**src/rtl/ibr_pkg.sv**
```systemverilog
package ibr_pkg;
  typedef enum logic [1:0] {
    OFF_MODE = 2'd0,
    OFF_PHI  = 2'd1,
    OFF_PLO  = 2'd2,
    OFF_DATA = 2'd3
  } host_off_e;

  localparam int unsigned MB_RST = 7;
  localparam int unsigned MB_PB  = 4;
  localparam int unsigned MB_AI  = 1;
  localparam int unsigned MB_IND = 0;
endpackage

```
**src/rtl/ibr_mode_reg.sv**
```systemverilog
module ibr_mode_reg #(
  parameter int unsigned RST_CYCLES = 4
) (
  input  logic       clk_i,
  input  logic       rst_ni,
  input  logic       wr_i,
  input  logic [7:0] wdata_i,
  output logic       busy_o,
  output logic       pb_o,
  output logic       ai_o,
  output logic       ind_o,
  output logic [7:0] rd_o
);
  import ibr_pkg::*;
  localparam int unsigned CW = $clog2(RST_CYCLES + 1);
  localparam logic [CW-1:0] CNT_INIT = CW'(RST_CYCLES - 1);

  logic          busy_q, pb_q, ai_q, ind_q;
  logic [CW-1:0] cnt_q;

  always_ff @(posedge clk_i or negedge rst_ni) begin
    if (!rst_ni) begin
      busy_q <= 1'b0;
      cnt_q  <= '0;
      pb_q   <= 1'b0;
      ai_q   <= 1'b0;
      ind_q  <= 1'b0;
    end else if (busy_q) begin
      if (cnt_q == '0) busy_q <= 1'b0;
      else             cnt_q  <= cnt_q - 1'b1;
    end else if (wr_i) begin
      if (wdata_i[MB_RST]) begin
        busy_q <= 1'b1;
        cnt_q  <= CNT_INIT;
        pb_q   <= 1'b0;
        ai_q   <= 1'b0;
        ind_q  <= 1'b0;
      end else begin
        pb_q  <= wdata_i[MB_PB];
        ai_q  <= wdata_i[MB_AI];
        ind_q <= wdata_i[MB_IND];
      end
    end
  end

  assign busy_o = busy_q;
  assign pb_o   = pb_q;
  assign ai_o   = ai_q;
  assign ind_o  = ind_q;
  assign rd_o   = {busy_q, 2'b00, pb_q, 2'b00, ai_q, ind_q};

  // control bits stay cleared for the whole reset window
  a_r10_bits_clear: assert property (@(posedge clk_i) disable iff (!rst_ni)
    busy_q |-> !(pb_q || ai_q || ind_q));
  // the window does not end before the count runs out
  a_r10_window_len: assert property (@(posedge clk_i) disable iff (!rst_ni)
    (busy_q && cnt_q != '0) |=> busy_q);
  // a mode write during reset changes no control bit
  a_r11_mode_locked: assert property (@(posedge clk_i) disable iff (!rst_ni)
    busy_q |=> $stable(pb_q) && $stable(ai_q) && $stable(ind_q));
endmodule

```
**src/rtl/ibr_addr_reg.sv**
```systemverilog
module ibr_addr_reg #(
  parameter int unsigned ADDR_W = 16
) (
  input  logic              clk_i,
  input  logic              rst_ni,
  input  logic              clr_i,
  input  logic              wr_hi_i,
  input  logic              wr_lo_i,
  input  logic [7:0]        wdata_i,
  input  logic              step_i,
  output logic [ADDR_W-1:0] addr_o
);
  localparam int unsigned HI_W = ADDR_W - 8;

  logic [ADDR_W-1:0] addr_q;

  always_ff @(posedge clk_i or negedge rst_ni) begin
    if (!rst_ni)       addr_q <= '0;
    else if (clr_i)    addr_q <= '0;
    else if (wr_hi_i)  addr_q[ADDR_W-1:8] <= wdata_i[HI_W-1:0];
    else if (wr_lo_i)  addr_q[7:0] <= wdata_i;
    else if (step_i)   addr_q <= addr_q + 1'b1;
  end

  assign addr_o = addr_q;

  // a stepped access advances by exactly one
  a_r6_step_one: assert property (@(posedge clk_i) disable iff (!rst_ni)
    (step_i && !clr_i && !wr_hi_i && !wr_lo_i) |=> addr_q == $past(addr_q) + 1'b1);
  // stepping from the top wraps to zero
  a_r8_wrap: assert property (@(posedge clk_i) disable iff (!rst_ni)
    (step_i && !clr_i && !wr_hi_i && !wr_lo_i && (&addr_q)) |=> addr_q == '0);
  // no step and no write leaves the pointer alone
  a_r7_hold: assert property (@(posedge clk_i) disable iff (!rst_ni)
    (!step_i && !clr_i && !wr_hi_i && !wr_lo_i) |=> $stable(addr_q));
endmodule

```
**src/rtl/ibr_host_port.sv**
```systemverilog
module ibr_host_port #(
  parameter int unsigned ADDR_W = 16
) (
  input  logic              clk_i,
  input  logic              rst_ni,
  input  logic              sel_i,
  input  logic              wr_i,
  input  logic [1:0]        off_i,
  input  logic [7:0]        mode_rd_i,
  input  logic [ADDR_W-1:0] addr_i,
  input  logic              busy_i,
  input  logic              ind_i,
  input  logic              ai_i,
  input  logic [7:0]        mem_rdata_i,
  output logic              wr_mode_o,
  output logic              wr_hi_o,
  output logic              wr_lo_o,
  output logic              step_o,
  output logic              mem_we_o,
  output logic              mem_re_o,
  output logic [7:0]        rdata_o
);
  import ibr_pkg::*;

  host_off_e off;
  logic      acc, ind_acc;

  assign off     = host_off_e'(off_i);
  assign acc     = sel_i && !busy_i;
  assign ind_acc = acc && ind_i;

  assign wr_mode_o = acc && wr_i && off == OFF_MODE;
  assign wr_hi_o   = ind_acc && wr_i && off == OFF_PHI;
  assign wr_lo_o   = ind_acc && wr_i && off == OFF_PLO;
  assign mem_we_o  = ind_acc && wr_i && off == OFF_DATA;
  assign mem_re_o  = ind_acc && !wr_i && off == OFF_DATA;
  assign step_o    = (mem_we_o || mem_re_o) && ai_i;

  always_comb begin
    rdata_o = 8'h00;
    if (sel_i && !wr_i) begin
      unique case (off)
        OFF_MODE: rdata_o = mode_rd_i;
        OFF_PHI:  rdata_o = ind_i ? 8'(addr_i[ADDR_W-1:8]) : 8'h00;
        OFF_PLO:  rdata_o = ind_i ? addr_i[7:0] : 8'h00;
        OFF_DATA: rdata_o = mem_re_o ? mem_rdata_i : 8'h00;
        default:  rdata_o = 8'h00;
      endcase
    end
  end

  // internal strobes only with pointer access on and no reset running
  a_r9_strobe_gate: assert property (@(posedge clk_i) disable iff (!rst_ni)
    (mem_we_o || mem_re_o) |-> (ind_i && !busy_i));
  // never read and write at once
  a_r4_excl: assert property (@(posedge clk_i) disable iff (!rst_ni)
    !(mem_we_o && mem_re_o));
endmodule

```
**src/rtl/idx_access_bridge.sv**
```systemverilog
module idx_access_bridge #(
  parameter int unsigned ADDR_W     = 16,
  parameter int unsigned RST_CYCLES = 4
) (
  input  logic              clk_i,
  input  logic              rst_ni,
  input  logic              host_sel_i,
  input  logic              host_wr_i,
  input  logic [1:0]        host_off_i,
  input  logic [7:0]        host_wdata_i,
  output logic [7:0]        host_rdata_o,
  output logic [ADDR_W-1:0] mem_addr_o,
  output logic              mem_re_o,
  output logic              mem_we_o,
  output logic [7:0]        mem_wdata_o,
  input  logic [7:0]        mem_rdata_i,
  output logic              soft_rst_o,
  output logic              ping_block_o
);
  logic       busy, pb, ai, ind;
  logic       wr_mode, wr_hi, wr_lo, step;
  logic [7:0] mode_rd;
  logic [ADDR_W-1:0] addr;

  ibr_mode_reg #(.RST_CYCLES(RST_CYCLES)) u_mode (
    .clk_i   (clk_i),
    .rst_ni  (rst_ni),
    .wr_i    (wr_mode),
    .wdata_i (host_wdata_i),
    .busy_o  (busy),
    .pb_o    (pb),
    .ai_o    (ai),
    .ind_o   (ind),
    .rd_o    (mode_rd)
  );

  ibr_addr_reg #(.ADDR_W(ADDR_W)) u_addr (
    .clk_i   (clk_i),
    .rst_ni  (rst_ni),
    .clr_i   (busy),
    .wr_hi_i (wr_hi),
    .wr_lo_i (wr_lo),
    .wdata_i (host_wdata_i),
    .step_i  (step),
    .addr_o  (addr)
  );

  ibr_host_port #(.ADDR_W(ADDR_W)) u_port (
    .clk_i       (clk_i),
    .rst_ni      (rst_ni),
    .sel_i       (host_sel_i),
    .wr_i        (host_wr_i),
    .off_i       (host_off_i),
    .mode_rd_i   (mode_rd),
    .addr_i      (addr),
    .busy_i      (busy),
    .ind_i       (ind),
    .ai_i        (ai),
    .mem_rdata_i (mem_rdata_i),
    .wr_mode_o   (wr_mode),
    .wr_hi_o     (wr_hi),
    .wr_lo_o     (wr_lo),
    .step_o      (step),
    .mem_we_o    (mem_we_o),
    .mem_re_o    (mem_re_o),
    .rdata_o     (host_rdata_o)
  );

  assign mem_addr_o   = addr;
  assign mem_wdata_o  = host_wdata_i;
  assign soft_rst_o   = busy;
  assign ping_block_o = pb;
endmodule

```
**config.mk**
```make
export PLATFORM = sky130hd
export DESIGN_NAME = idx_access_bridge
export DESIGN_NICKNAME = d
export VERILOG_FILES = /design/src/rtl/ibr_pkg.sv /design/src/rtl/ibr_mode_reg.sv /design/src/rtl/ibr_addr_reg.sv /design/src/rtl/ibr_host_port.sv /design/src/rtl/idx_access_bridge.sv
export SDC_FILE = /design/constraint.sdc
export NUM_CORES = 1
export LEC_CHECK = 0
export ABC_AREA = 1
export BUFFER_PORTS_ARGS = -buffer_cell sky130_fd_sc_hd__buf_4
export CORE_MARGIN = 2
export CORE_UTILIZATION = 53
export DETAILED_ROUTE_END_ITERATION = 8
export HOLD_SLACK_MARGIN = 0.08
export PLACE_DENSITY_LB_ADDON = 0.3
export SETUP_SLACK_MARGIN = 0.3
export SLEW_MARGIN = 20
export SYNTH_ARGS = -nofsm -noshare
export SYNTH_HDL_FRONTEND = slang
export SYNTH_HIERARCHICAL = 1
export SYNTH_SLANG_ARGS = --single-unit
```
**constraint.sdc**
```tcl
create_clock -name clk_i -period 2.4 [get_ports clk_i]
set_input_delay 0 -clock clk_i [delete_from_list [all_inputs] [get_ports clk_i]]
set_output_delay 0 -clock clk_i [all_outputs]
set_load 0.01 [all_outputs]
```
==> flow_metrics.py <==
metrics = {
    "global_routing": {
        "grt_util_all_layers": 0.265,
        "grt_start_max_net_pins": 24,
        "grt_pass1_vias": 2034,
        "grt_overflow": 0,
        "grt_pass1_wl_mm": 9.13,
        "antenna_found_initial": 0,
    },
    "die": {
        "num_rows": 23,
        "die_w_um": 67.4,
        "core_area_sq_um": 3940,
        "die_y_um": 67.4,
        "io_pins": 58,
        "fp.dieArea_sq_um": 4540,
        "initial_core_util": 0.540,
    },
    "logic_synthesis": {
        "synth_top_cell_area_share": 0.270,
        "netlist.top_cell.by_area": "dfrtp_1",
        "synth.yosys.warnings": 6,
        "synth_most_common_cell": "nand2_1",
        "synthArstFlopShare": 1.00,
        "synth_area_sq_um": 2130,
        "synth_top_cells_by_count": "nand2_1 (85), nand3_1 (58), inv_1 (42), dfrtp_1 (23), nor2_1 (23)",
        "netlist_instances": 335,
        "synth_edf_count": 0,
        "synth_flop_cell": "dfrtp_1",
        "avgSynthCellArea_sq_um": 6.36,
        "synth_cell_types": 33,
        "ys_ff_latch": 23,
        "yosysSeqAreaShare": 0.270,
        "synth_area_leaders": "dfrtp_1 (27%), nand2_1 (15%), nand3_1 (14%)",
    },
    "clock_network": {
        "htreeDepth": 1,
        "clock_sinks": 23,
        "cts_root_buf": "clkbuf_8",
        "clock_path_buffers": 2,
        "worstSkewPairLatency_ns": 0.27,
        "cts_buffers": 3,
        "tritoncts": "yes",
        "path_clk_slew_ns": 0.09,
    },
    "worst_setup_path": {
        "crit_family": "compound AO/OA/AOI/OAI gates",
        "cp.depth": 10,
        "worstReg2RegEnd": "u_addr/addr_o[15]",
        "path_class": "flop to flop",
        "r2r_slack_ns": 0.47,
        "timing.rr.start": "u_mode/ind_o",
        "critPathCaptureType": "flop",
        "cp-endpoint": "u_addr/addr_o[15]",
        "crit_path_start_kind": "flop",
        "crit_path_max_fanout": 15,
        "arrival_ns": 2.10,
        "crit_buf_inv": 4,
        "crit_slowest_cell": "dfrtp_2",
        "crit_required_ns": 2.56,
        "setup.worst_path.start": "u_mode/ind_o",
        "cp_common_cell": "buf_4",
        "crit_chain": "inv_2 > nor2_8 > nand2_1 > nor3_2 > buf_4 > buf_4 > o21ai_4 > o21ai_0 > inv_1 > a21oi_2",
        "max_stage_delay_ns": 0.48,
        "reg2reg_depth": 10,
    },
    "final_layout": {
        "drive_gt1_frac": 0.254,
        "fin_nets": 419,
        "n_antenna_cell": 0,
        "synthToLayoutAreaGrowth_pct": 26.5,
        "finalNonFillerCells": 443,
        "nFillCells": 343,
    },
    "detailed_routing": {
        "routedWlPerCell_um": 13.0,
        "drtIter0Drc": 220,
        "vias_per_cell": 5.23,
        "drtPass1Iterations": 5,
        "drc_errors": 0,
        "antenna_left": 0,
        "vias": 2318,
        "drt_wl_total_mm": 5.76,
    },
    "place": {
        "routabilityCongestion": 0.909,
        "portBuffers": 57,
        "dpl.hpwl_mm": 4.18,
        "placed_cells": 424,
    },
    "pwr": {
        "power.static_leakage_nw": 1.53,
        "peakVddDrop_mv": 0.454,
        "p_per_area_nw_per_um2": 781,
    },
    "sta": {
        "hold_viol": 0,
        "max_freq_mhz": 517,
        "post-route-period-util": 0.806,
        "final.min_clock_period_ns": 1.93,
        "fin_tns_setup_ns": 0,
        "fin_skew_ns": 0.00841,
        "rsz0062_at_grt": "true",
        "drv_slew": 0,
        "setup_viol": 0,
    },
    "status": {
        "status": "complete, no violations",
    },
    "hold_path": {
        "hp-class": "input port to flop",
    },
    "run": {
        "maxCapViolations": 0,
    },
}
[repair_timing]
item,in CTS,in global routing
endpoints found under the hold margin,30,0
pin swaps,0,1
gates resized for setup,2,3
hold buffers,10,0
setup endpoints to repair,7,15
buffers inserted,0,5
[metrics by stage]
stage / power (mW) / utilization / hold slack (ns) / setup WS (ns) / instance area, sq um
3_3_place_gp: 1.77 / 0.631 / -0.0887 / 0.326 / 2490
6_report: 2.10 / 0.684 / 0.142 / 0.466 / 2700
3_5_place_dp: 1.80 / 0.631 / -0.0858 / 0.205 / 2490
2_1_floorplan: 1.48 / - / -0.296 / 0.470 / 2150
5_1_grt: 2.29 / 0.684 / 0.163 / 0.287 / 2700
4_1_cts: 2.06 / 0.670 / 0.134 / 0.373 / 2640
[worst min path at each step]
stage                          from                end  slack, ns  depth (start not counted)
global placement             rst_ni   u_addr/addr_o[5]      -0.09                          1
floorplan                    rst_ni   u_addr/addr_o[0]      -0.30                          0
CTS                 host_wdata_i[6]  u_addr/addr_o[14]       0.13                          5
detailed placement           rst_ni   u_addr/addr_o[5]      -0.09                          1
global route        host_wdata_i[6]  u_addr/addr_o[14]       0.16                          5
finish              host_wdata_i[6]   u_addr/addr_o[6]       0.14                          5
[worst register-to-register path: stages (launching register included)]
cell	delay [ns]
dfrtp_2	0.48
inv_2	0.13
nor2_8	0.04
nand2_1	0.17
nor3_2	0.06
buf_4	0.15
buf_4	0.15
o21ai_4	0.34
o21ai_0	0.16
inv_1	0.10
a21oi_2	0.05
[power breakdown]
part / switching, mW / leakage (nW) / internal [mW]
Sequential: 0.207 / 0.283 / 0.527
Combinational: 0.632 / 1.22 / 0.492
Clock: 0.128 / 0.0228 / 0.119
Total: 0.967 / 1.53 / 1.14
[flip-flops by register name, indices dropped and copies added (netlist names)]
register,count
u_addr/addr_o,16
u_mode/ai_o,1
u_mode/busy_o,1
u_mode/cnt_q,3
u_mode/ind_o,1
u_mode/pb_o,1
[layer usage]
layer,GRT usage,part of all wire,vias to the layer above
met1,0.348,0.42,1037
met4,0.0612,0.0082,0
met3,0.0267,0.079,6
met5,0,0,-
li1,-,-,1165
met2,0.470,0.49,110
[area by class of cell]
| type | count | area, sq um | share of cell area |
|---|---|---|---|
| Tap cell | 50 | 62.6 | 0.0232 |
| Sequential cell | 23 | 577 | 0.214 |
| Clock buffer | 4 | 45.0 | 0.0167 |
| Inverter | 53 | 199 | 0.0738 |
| Multi-Input combinational cell | 239 | 1230 | 0.457 |
| Timing Repair Buffer | 74 | 581 | 0.215 |
[cells by family after synthesis]
kind of cell	count (synthesis)	share of synthesized area
AND/OR/NAND/NOR	190	0.418
buffers and inverters	76	0.171
XOR/XNOR	2	0.00822
adder cells (fa/ha/maj)	3	0.0176
AO/OA/AOI/OAI	40	0.113
flip-flops	23	0.270
other	1	0.00176
[cell usage in the layout, fill, tap and decap left out, types with 2 or more instances in the layout]
| cell type | netlist | routed |
|---|---|---|
| a21oi_1 | 12 | 12 |
| buf_4 | 20 | 64 |
| clkbuf_8 | 0 | 3 |
| conb_1 | 1 | 4 |
| dfrtp_1 | 23 | 22 |
| dlygate4sd3_1 | 0 | 10 |
| ha_1 | 3 | 3 |
| inv_1 | 42 | 42 |
| inv_2 | 10 | 10 |
| nand2_1 | 85 | 85 |
| nand2_2 | 4 | 4 |
| nand2_4 | 2 | 2 |
| nand3_1 | 58 | 58 |
| nand4_1 | 2 | 2 |
| nor2_1 | 23 | 23 |
| nor2_2 | 3 | 2 |
| nor2_4 | 1 | 2 |
| nor2_8 | 2 | 2 |
| nor3_1 | 4 | 2 |
| nor3b_1 | 2 | 2 |
| o211ai_1 | 3 | 3 |
| o21ai_0 | 7 | 7 |
| o21ai_1 | 9 | 9 |
| o21ai_2 | 3 | 2 |
| o21bai_1 | 2 | 2 |
| o21bai_2 | 2 | 2 |
| xor2_1 | 2 | 2 |
(Power assumes the default switching activity.)
